`config.mk`:
```
export PLATFORM = sky130hd
export DESIGN_NAME = pdec_cache
export DESIGN_NICKNAME = d
export VERILOG_FILES = /design/src/rtl/pdec_cache_pkg.sv /design/src/rtl/pdec_lfsr.sv /design/src/rtl/pdec_cam.sv /design/src/rtl/pdec_lines.sv /design/src/rtl/pdec_cache.sv
export SDC_FILE = /design/constraint.sdc
export NUM_CORES = 1
export LEC_CHECK = 0
export BUFFER_PORTS_ARGS = -buffer_cell sky130_fd_sc_hd__buf_2
export CORE_UTILIZATION = 55
export CTS_CLUSTER_SIZE = 24
export DETAILED_ROUTE_END_ITERATION = 10
export GPL_TIMING_DRIVEN = 0
export PLACE_DENSITY = 0.73
export SKIP_CTS_REPAIR_TIMING = 1
export SYNTH_ARGS = -nofsm -noshare
export SYNTH_HDL_FRONTEND = slang
export SYNTH_SLANG_ARGS = --single-unit
```
`constraint.sdc`:
```
create_clock -name clk -period 9.4 [get_ports clk]
set_input_delay 0.47 -clock clk [delete_from_list [all_inputs] [get_ports clk]]
set_output_delay 0.47 -clock clk [all_outputs]
set_load 0.005 [all_outputs]
```
`src/rtl/pdec_cache_pkg.sv`:
```
package pdec_cache_pkg;

    typedef enum logic [1:0] {
        ST_IDLE   = 2'd0,
        ST_EVICT  = 2'd1,
        ST_REFILL = 2'd2
    } cache_state_e;

    localparam int LFSR_W = 8;

    function automatic logic [LFSR_W-1:0] lfsr_next(input logic [LFSR_W-1:0] cur);
        return {cur[LFSR_W-2:0], cur[7] ^ cur[5] ^ cur[4] ^ cur[3]};
    endfunction

endpackage

```
`src/rtl/pdec_lfsr.sv`:
```
module pdec_lfsr
    import pdec_cache_pkg::*;
#(
    parameter int OUT_W = 2
) (
    input  logic             clk,
    input  logic             rst_n,
    output logic [OUT_W-1:0] rnd
);
    logic [LFSR_W-1:0] q;

    always_ff @(posedge clk or negedge rst_n) begin
        if (!rst_n) q <= LFSR_W'(1);
        else        q <= lfsr_next(q);
    end

    assign rnd = q[OUT_W-1:0];
endmodule

```
`src/rtl/pdec_cam.sv`:
```
module pdec_cam #(
    parameter int GRP_W = 2,
    parameter int WAY_W = 2,
    parameter int PI_W  = 5
) (
    input  logic                   clk,
    input  logic                   rst_n,
    input  logic [GRP_W-1:0]       lk_grp,
    input  logic [PI_W-1:0]        lk_pi,
    output logic [(1<<WAY_W)-1:0]  match_vec,
    output logic                   match_any,
    output logic [WAY_W-1:0]       match_way,
    output logic                   free_any,
    output logic [WAY_W-1:0]       free_way,
    input  logic [GRP_W+WAY_W-1:0] vic_line,
    output logic [PI_W-1:0]        vic_pi,
    output logic                   vic_valid,
    input  logic                   wr_en,
    input  logic [GRP_W+WAY_W-1:0] wr_line,
    input  logic [PI_W-1:0]        wr_pi
);
    localparam int WAYS  = 1 << WAY_W;
    localparam int LINES = 1 << (GRP_W + WAY_W);

    logic [PI_W-1:0]  ent_pi [LINES];
    logic [LINES-1:0] ent_v;
    logic [WAYS-1:0]  free_vec;

    always_ff @(posedge clk or negedge rst_n) begin
        if (!rst_n)     ent_v <= '0;
        else if (wr_en) ent_v[wr_line] <= 1'b1;
    end

    always_ff @(posedge clk) begin
        if (wr_en) ent_pi[wr_line] <= wr_pi;
    end

    for (genvar w = 0; w < WAYS; w++) begin : g_way
        localparam logic [WAY_W-1:0] WIDX = WAY_W'(w);
        assign match_vec[w] = ent_v[{WIDX, lk_grp}] && (ent_pi[{WIDX, lk_grp}] == lk_pi);
        assign free_vec[w]  = !ent_v[{WIDX, lk_grp}];
    end

    always_comb begin
        match_any = 1'b0;
        match_way = '0;
        free_any  = 1'b0;
        free_way  = '0;
        for (int w = WAYS - 1; w >= 0; w--) begin
            if (match_vec[w]) begin
                match_any = 1'b1;
                match_way = WAY_W'(w);
            end
            if (free_vec[w]) begin
                free_any = 1'b1;
                free_way = WAY_W'(w);
            end
        end
    end

    assign vic_pi    = ent_pi[vic_line];
    assign vic_valid = ent_v[vic_line];
endmodule

```
`src/rtl/pdec_lines.sv`:
```
module pdec_lines #(
    parameter int LINE_W = 4,
    parameter int TAG_W  = 3,
    parameter int DATA_W = 16
) (
    input  logic              clk,
    input  logic              rst_n,
    input  logic [LINE_W-1:0] rd_line,
    output logic [TAG_W-1:0]  rd_tag,
    output logic [DATA_W-1:0] rd_data,
    output logic              rd_dirty,
    input  logic              fill_en,
    input  logic              cpu_wr_en,
    input  logic [LINE_W-1:0] wr_line,
    input  logic [TAG_W-1:0]  wr_tag,
    input  logic [DATA_W-1:0] wr_data
);
    localparam int LINES = 1 << LINE_W;

    logic [TAG_W-1:0]  tag_arr  [LINES];
    logic [DATA_W-1:0] data_arr [LINES];
    logic [LINES-1:0]  dirty;

    always_ff @(posedge clk or negedge rst_n) begin
        if (!rst_n)         dirty <= '0;
        else if (fill_en)   dirty[wr_line] <= 1'b0;
        else if (cpu_wr_en) dirty[wr_line] <= 1'b1;
    end

    always_ff @(posedge clk) begin
        if (fill_en) tag_arr[wr_line] <= wr_tag;
        if (fill_en || cpu_wr_en) data_arr[wr_line] <= wr_data;
    end

    assign rd_tag   = tag_arr[rd_line];
    assign rd_data  = data_arr[rd_line];
    assign rd_dirty = dirty[rd_line];
endmodule

```
`src/rtl/pdec_cache.sv`:
```
module pdec_cache
    import pdec_cache_pkg::*;
#(
    parameter int ADDR_W = 10,
    parameter int DATA_W = 16,
    parameter int OI     = 4,
    parameter int NPI    = 2,
    parameter int PI     = 5
) (
    input  logic              clk,
    input  logic              rst_n,
    input  logic              cpu_req,
    input  logic              cpu_we,
    input  logic [ADDR_W-1:0] cpu_addr,
    input  logic [DATA_W-1:0] cpu_wdata,
    output logic              cpu_ready,
    output logic              cpu_hit,
    output logic [DATA_W-1:0] cpu_rdata,
    output logic              mem_req,
    output logic              mem_we,
    output logic [ADDR_W-1:0] mem_addr,
    output logic [DATA_W-1:0] mem_wdata,
    input  logic              mem_ack,
    input  logic [DATA_W-1:0] mem_rdata
);
    localparam int GRP_W  = NPI;
    localparam int WAY_W  = OI - NPI;
    localparam int WAYS   = 1 << WAY_W;
    localparam int TAG_W  = ADDR_W - NPI - PI;
    localparam int LINE_W = OI;

    cache_state_e state_q, state_d;

    logic [GRP_W-1:0] lk_grp;
    logic [PI-1:0]    lk_pi;
    logic [TAG_W-1:0] lk_tag;
    assign lk_grp = cpu_addr[NPI-1:0];
    assign lk_pi  = cpu_addr[NPI+PI-1:NPI];
    assign lk_tag = cpu_addr[ADDR_W-1:NPI+PI];

    logic [WAYS-1:0]  dec_match;
    logic             match_any, free_any, vic_valid;
    logic [WAY_W-1:0] match_way, free_way, rnd_way, sel_way;
    logic [PI-1:0]    vic_pi;

    logic [WAY_W-1:0] v_way_q;
    logic [GRP_W-1:0] v_grp_q;
    logic [PI-1:0]    v_pi_q;
    logic [TAG_W-1:0] v_tag_q;

    logic [LINE_W-1:0] lk_line, v_line, rd_line;
    logic [TAG_W-1:0]  rd_tag;
    logic [DATA_W-1:0] rd_data;
    logic              rd_dirty, lk_hit, capture, fill_en, cpu_wr_en;

    assign lk_line = {match_way, lk_grp};
    assign v_line  = {v_way_q, v_grp_q};
    assign rd_line = (state_q == ST_IDLE) ? lk_line : v_line;
    assign lk_hit  = match_any && (rd_tag == lk_tag);
    assign sel_way = match_any ? match_way : (free_any ? free_way : rnd_way);

    pdec_cam #(.GRP_W(GRP_W), .WAY_W(WAY_W), .PI_W(PI)) u_cam (
        .clk       (clk),
        .rst_n     (rst_n),
        .lk_grp    (lk_grp),
        .lk_pi     (lk_pi),
        .match_vec (dec_match),
        .match_any (match_any),
        .match_way (match_way),
        .free_any  (free_any),
        .free_way  (free_way),
        .vic_line  (v_line),
        .vic_pi    (vic_pi),
        .vic_valid (vic_valid),
        .wr_en     (fill_en),
        .wr_line   (v_line),
        .wr_pi     (v_pi_q)
    );

    pdec_lines #(.LINE_W(LINE_W), .TAG_W(TAG_W), .DATA_W(DATA_W)) u_lines (
        .clk       (clk),
        .rst_n     (rst_n),
        .rd_line   (rd_line),
        .rd_tag    (rd_tag),
        .rd_data   (rd_data),
        .rd_dirty  (rd_dirty),
        .fill_en   (fill_en),
        .cpu_wr_en (cpu_wr_en),
        .wr_line   (fill_en ? v_line : lk_line),
        .wr_tag    (v_tag_q),
        .wr_data   (fill_en ? mem_rdata : cpu_wdata)
    );

    pdec_lfsr #(.OUT_W(WAY_W)) u_lfsr (
        .clk   (clk),
        .rst_n (rst_n),
        .rnd   (rnd_way)
    );

    always_ff @(posedge clk or negedge rst_n) begin
        if (!rst_n) begin
            state_q <= ST_IDLE;
            v_way_q <= '0;
            v_grp_q <= '0;
            v_pi_q  <= '0;
            v_tag_q <= '0;
        end else begin
            state_q <= state_d;
            if (capture) begin
                v_way_q <= sel_way;
                v_grp_q <= lk_grp;
                v_pi_q  <= lk_pi;
                v_tag_q <= lk_tag;
            end
        end
    end

    always_comb begin
        state_d   = state_q;
        cpu_ready = 1'b0;
        cpu_hit   = 1'b0;
        capture   = 1'b0;
        fill_en   = 1'b0;
        cpu_wr_en = 1'b0;
        mem_req   = 1'b0;
        mem_we    = 1'b0;
        mem_addr  = {v_tag_q, v_pi_q, v_grp_q};
        mem_wdata = rd_data;
        unique case (state_q)
            ST_IDLE: begin
                cpu_ready = 1'b1;
                if (cpu_req) begin
                    if (lk_hit) begin
                        cpu_hit   = 1'b1;
                        cpu_wr_en = cpu_we;
                    end else begin
                        capture = 1'b1;
                        state_d = ST_EVICT;
                    end
                end
            end
            ST_EVICT: begin
                if (vic_valid && rd_dirty) begin
                    mem_req  = 1'b1;
                    mem_we   = 1'b1;
                    mem_addr = {rd_tag, vic_pi, v_grp_q};
                    if (mem_ack) state_d = ST_REFILL;
                end else begin
                    state_d = ST_REFILL;
                end
            end
            ST_REFILL: begin
                mem_req = 1'b1;
                if (mem_ack) begin
                    fill_en = 1'b1;
                    state_d = ST_IDLE;
                end
            end
            default: state_d = ST_IDLE;
        endcase
    end

    assign cpu_rdata = rd_data;
endmodule

```
Word-level counts from Yosys, hierarchy flattened

Memory sizes are Yosys's and may differ from the RTL's.
Cells that the tools add are included.

Add/subtract/negate cells: 0
Multiply operators: 0
Divide/modulo/power cells: 0
Order comparisons: 9
Equal/unequal tests: 11
Shifts and indexed selects: 0
Multiplexer cells: 66
Bitwise logic cells: 7
Reductions and logical operators: 12

Operators with widths:

| operator             | number |
|---|---|
| $mux W16             | 3 |
| $mux W1              | 34 |
| $or A16 B16 Y16      | 2 |
| $mux W2              | 15 |
| $lt A4 B5 Y1 const B | 5 |
| $eq A5 B5 Y1         | 4 |
| $mux W10             | 2 |
| $and A16 B16 Y16     | 1 |
| $not A16 Y16         | 1 |
| $bmux W1 S2          | 4 |
| $bmux W1 S4          | 2 |
| $demux W1 S4         | 2 |
| $ge A4 B1 Y1 const B | 2 |
| $logic_and A1 B1 Y1  | 8 |
| $mux W4              | 2 |
| $ne A2 B2 Y1 const B | 3 |
| $pmux W2 S3          | 1 |
| $lt A2 B5 Y1 const B | 1 |
| $lt A3 B5 Y1 const B | 1 |
| $reduce_and A4 Y1    | 1 |
| $eq A3 B3 Y1         | 1 |
| $ne A3 B3 Y1 const B | 1 |
| $xor A1 B1 Y1        | 3 |
| $eq A2 B1 Y1 const B | 1 |
| 5 further kinds      | 5 |

Register bits: 54
Latch bits: 0
RAM bits: 384
Memory bits (read-only): 0
Logic and storage cells: 116
Memories: 3

Memory list:

| name             | words | width | rd ports | clocked after Yosys merged registers in | write ports | RTL line         | source |
|---|---|---|---|---|---|---|---|
| u_lines.data_arr | 16    | 16    | 1        | 0                                       | 1           | pdec_lines.sv:21 | `logic [DATA_W-1:0] data_arr [LINES];` |
| u_cam.ent_pi     | 16    | 5     | 5        | 0                                       | 1           | pdec_cam.sv:25   | `logic [PI_W-1:0] ent_pi [LINES];` |
| u_lines.tag_arr  | 16    | 3     | 1        | 0                                       | 1           | pdec_lines.sv:20 | `logic [TAG_W-1:0] tag_arr [LINES];` |

Depth between registers and ports, before layout

An unclocked memory read counts as a cell.

Depth in word-level cells: 17
Mapped depth: 16
Gate-level depth less buffers: 11

Cells and area by module

A second synthesis with hierarchy kept.

Cell total of the unflattened synthesis: 941
Area total of the unflattened synthesis: 18610.3 um^2

By module, submodules not included:

| module     | times used | cells an instance | area each (um^2) | sequential area each (um^2) |
|---|---|---|---|---|
| pdec_lines | 1          | 565               | 12350.6          | 9529.1 |
| pdec_cam   | 1          | 248               | 4744.6           | 2802.7 |
| pdec_cache | 1          | 115               | 1272.5           | 350.3 |
| pdec_lfsr  | 1          | 13                | 242.7            | 201.4 |

Worst setup path after synthesis

Ideal clock, no wire load.

Path type: input to register
Start: input cpu_addr[0]
End: memory u_lines.data_arr[4][0] (enable)
Data arrival time: 4454 ps
Data required time: 8989 ps
Slack: 4535 ps
Stages: 11
Path buffers: 4
Path through: buf_4 buf_4 mux2i_2 buf_2 mux4_2 a211oi_1 or3_1 and4b_1 buf_4 nand3_1 o21ai_0

Word-level cells in the longest chain between the ends: 17

RTL lines:

| what                                                 | RTL line          | source |
|---|---|---|
| start: declaration                                   | pdec_cache.sv:14  | `input logic [ADDR_W-1:0] cpu_addr,` |
| $mem_v2 Z16 W5 / $bmux W1 S2 (equally long branches) | --                |  |
| $eq A5 B5 Y1 / $mux W1 (equally long branches)       | pdec_cam.sv:40    | `assign match_vec[w] = ent_v[{WIDX, lk_grp}] && (ent_pi[{WIDX, lk_grp}] == lk_pi);` |
| $logic_and A1 B1 Y1                                  | pdec_cam.sv:40    |  |
| $mux W2 (4 in series)                                | pdec_cam.sv:50    | `if (match_vec[w]) begin` |
| $mux W4                                              | pdec_cache.sv:58  | `assign rd_line = (state_q == ST_IDLE) ? lk_line : v_line;` |
| $mem_v2 Z16 W3                                       | --                |  |
| $eq A3 B3 Y1                                         | pdec_cache.sv:59  | `assign lk_hit = match_any && (rd_tag == lk_tag);` |
| $logic_and A1 B1 Y1                                  | pdec_cache.sv:59  |  |
| $mux W1                                              | pdec_cache.sv:133 | `if (lk_hit) begin` |
| $mux W1                                              | pdec_cache.sv:132 | `if (cpu_req) begin` |
| $mux W1                                              | pdec_cache.sv:129 | `unique case (state_q)` |
| $logic_or A1 B1 Y1                                   | pdec_lines.sv:32  | `if (fill_en \|\| cpu_wr_en) data_arr[wr_line] <= wr_data;` |
| $mux W1                                              | pdec_lines.sv:32  |  |
| $mux W1 (implied by the code)                        | pdec_lines.sv:32  |  |
| end: declaration                                     | pdec_lines.sv:21  |  |

Parallel ways exist; a longest one is shown, timed or not. The select of a mux whose other input is x is not followed.

Worst setup path in the final report

Start: register state_q[1]
End: output mem_wdata[12]

Word-level cells in the longest chain between the ends: 3

RTL lines:

| what                     | RTL line          | source |
|---|---|---|
| start: declaration       | pdec_cache.sv:32  | `cache_state_e state_q, state_d;` |
| start signal: assignment | pdec_cache.sv:108 | `state_q <= state_d;` |
| $logic_not A2 Y1         | pdec_cache.sv:58  |  |
| $mux W4                  | pdec_cache.sv:58  |  |
| $mem_v2 Z16 W16          | --                |  |
| end: declaration         | pdec_cache.sv:22  | `output logic [DATA_W-1:0] mem_wdata,` |

Every way passes these cells.

==> reports/results.tsv <==
stage	metric	value	unit
run_status	outcome	complete, but fails checks	
run_status	violations	negative hold slack	
cts	cts_tree	built	
global_route	grt_pass1_vias	10809	
cells_and_area	final_common_cell	edfxtp_1	
power_and_ir_drop	p_total	6.41	mW
power_and_ir_drop	power.density	296	nW/um^2
yosys	synth_edf_count	384	
sta	final-hold-violation-count	31	
global_route	grt_use_total	25.8	%
sta	rsz0062_at_grt	false	
place	hpwl	29800	um
cts	clk-insertion-delay-late	560	ps
worst_setup_path	reg2reg_slack	3830	ps
min_path	hold_path.class	in2async	
cells_and_area	synthToLayoutAreaGrowth	14.8	%
power_and_ir_drop	ir_drop	0.193	mV
die	io_pins	93	
place	place_congestion	0.909	
power_and_ir_drop	intPower	4.45	mW
run	drv_cap	0	
yosys	syn_area_per_cell	17.8	um^2
cts	cts_inserted_buffers	45	
global_route	grt-ovfl-total	0	
worst_setup_path	worst-setup-path-type	reg2out	
worst_setup_path	cp-end-kind	output port	
sta	finalCritPeriodShare	68.4	%
cts	ctsLongestPathBuffers	3	
yosys	synth.cell_area	18900	um^2
sta	tightest_slew	1060	ps
sta	slew_headroom	27.3	%
drt	wire_per_inst	25.8	um
power_and_ir_drop	p_comb_share	32.8	%
sta	period_needed	6430	ps
place	port_buffers	86	
yosys	synth_seq_cells	438	
die	die_x	187	um
cts	clock_tree.root_cell	clkbuf_16	
drt	routed_wl	43600	um
yosys	synthArstFlopShare	12.3	%
cells_and_area	num-fill-cells	2282	
die	die_y	187	um
sta	whs	-22.3	ps
sta	setup-tns-final	0	ps
power_and_ir_drop	switching_share	30.6	%
cells_and_area	layout.cells.most_common_list	edfxtp_1, mux4_2, buf_2	
power_and_ir_drop	leakage	7.61	nW
sta	slew_violations	0	
cts	cts_sinks	438	
power_and_ir_drop	sequentialPowerShare	38.9	%
die	initial_utilization	56.1	%
drt	postRouteAntennaNets	0	
drt	vias_per_cell	6.15	
yosys	synthCells	1059	
sta	clock-skew-final	29.0	ps
cts	clkSlewWorstSetupHoldPaths	60	ps
worst_setup_path	cp-start-kind	register	
global_route	antenna_found_initial	1	
cells_and_area	layout-drive-gt1-share	30.9	%
cells_and_area	nNetsFinal	1258	
yosys	seq_area_frac_synth	68.3	%
drt	num_vias	10416	
power_and_ir_drop	p_sw	1.96	mW
cts	htreeDepth	2	
drt	dr.pass1.iters	6	
global_route	grt_pass1_wl	66800	um
yosys	syn_nets	1109	
worst_setup_path	cp_max_fo	10	
die	rows	67	
die	core	33600	um^2
yosys	yosysWarningCount	0	
yosys	ys.flop_type	edfxtp_1	
global_route	grt_max_degree	55	
power_and_ir_drop	power.share.clock	28.3	%
drt	drcViolationCount	0	
sta	fmax	156	MHz
worst_setup_path	arrival	5960	ps
drt	drtIter0Drc	937	
yosys	synth_cell_types	55	
sta	setup_viol	0	
worst_setup_path	cp.required	8930	ps
die	die_area	35000	um^2
-- power by group through the flow --
stage               registers [mW]  logic [mW]  clock network [mW]
floorplan                     2.47        1.46                   0
global placement              2.52        2.07                   0
detailed placement            2.53        2.11                   0
CTS                           2.49        2.12                1.83
global route                  2.51        2.26                1.90
finish                        2.50        2.10                1.81
-- through the flow --
| step | hold slack (ps) | utilization [%] | setup slack [ps] | area, um^2 | instances |
|---|---|---|---|---|---|
| after floorplan | 174 | - | 4530 | 18900 | 1059 |
| after global placement | 339 | 59.0 | 1720 | 19800 | 1593 |
| after detailed placement | 337 | 59.9 | 3150 | 20100 | 1609 |
| after CTS | 203 | 64.4 | 2930 | 21600 | 1692 |
| after global routing | 30.7 | 64.4 | 2750 | 21600 | 1693 |
| final | -22.3 | 64.4 | 2970 | 21600 | 1693 |
-- worst max-delay path, stage by stage (launching register included) --
cell	delay [ps]
dfrtp_1	420
inv_1	120
ha_1	370
mux2i_1	920
clkbuf_1	660
clkbuf_1	600
clkbuf_1	570
clkbuf_1	670
mux4_2	410
mux2i_1	200
a21oi_1	150
buf_4	190
buf_2	110
-- Yosys cell counts, types with 4 or more instances --
master / count / area (um^2)
a211oi_1: 18 / 135
a21oi_1: 31 / 155
and2_1: 18 / 113
and3_1: 7 / 43.8
buf_1: 11 / 41.3
buf_2: 10 / 50.1
buf_4: 23 / 173
clkbuf_1: 31 / 116
dfrtp_1: 53 / 1330
edfxtp_1: 384 / 11500
inv_1: 21 / 78.8
mux2_2: 9 / 101
mux2_4: 10 / 150
mux2i_1: 36 / 360
mux4_2: 126 / 2840
nand2_1: 84 / 315
nand2b_1: 10 / 62.6
nand3_1: 9 / 45.0
nor2_1: 25 / 93.8
nor2b_1: 4 / 25.0
nor3_1: 9 / 45.0
o21ai_0: 22 / 110
o31ai_1: 17 / 128
or2_2: 10 / 62.6
or3_1: 4 / 25.0
xnor2_1: 17 / 149
xor2_1: 14 / 123
-- cell families (layout without fill, tap and decap cells) --
family	Yosys count	in the layout	synth area share [%]
buffers and inverters	99	284	2.61
DFF	438	438	68.3
xor gates and xnor gates	33	33	1.61
adders and majority gates	3	3	0.199
muxes	182	182	18.4
and+or+nand+nor	191	191	4.88
AOI/OAI and AO/OA	113	113	3.99
other	0	1	0
-- registers in the layout, indices dropped and copies added, names as in the netlist, named ones only --
signal / flops
state_q: 2
u_cam.ent_pi: 80
u_cam.ent_v: 16
u_lfsr.q: 8
u_lines.data_arr: 256
u_lines.tag_arr: 48
v_grp_q: 2
v_pi_q: 5
v_tag_q: 3
v_way_q: 2
-- routing by layer --
metal  wire length (um)  vias to the layer above  part of all wire [%]  track usage (%)
met5                  0                        -                     0                0
met3               3150                       89                   7.2             4.07
met1              17300                     5376                    40             35.4
li1                   -                     4485                     -                -
met2              21900                      466                    50             42.6
met4               1310                        0                   3.0             8.45
-- area by class of cell --
| cell class | instances | area (um^2) | area share (%) |
|---|---|---|---|
| Tap cell | 448 | 561 | 2.59 |
| Buffer | 78 | 414 | 1.91 |
| Multi-Input combinational cell | 522 | 5540 | 25.6 |
| Antenna cell | 1 | 2.50 | 0.0116 |
| Clock buffer | 62 | 1230 | 5.69 |
| Inverter | 21 | 78.8 | 0.364 |
| Sequential cell | 438 | 12900 | 59.5 |
| Timing Repair Buffer | 102 | 658 | 3.04 |
| Clock inverter | 21 | 275 | 1.27 |
-- worst paths after layout --
path / startpoint / end / depth (start not counted)
worst min-delay path: rst_n / v_tag_q[2] / 1
worst max-delay path: state_q[1] / mem_wdata[12] / 12
worst max register to register: state_q[1] / u_lines.data_arr[7][4] / 12
max in group asynchronous: rst_n / u_cam.ent_v[0] / 1
min in group clk: cpu_addr[9] / v_tag_q[2] / 2
worst min register to register: u_lfsr.q[6] / u_lfsr.q[7] / 0
Note: power is estimated with default switching activity, not from simulation.
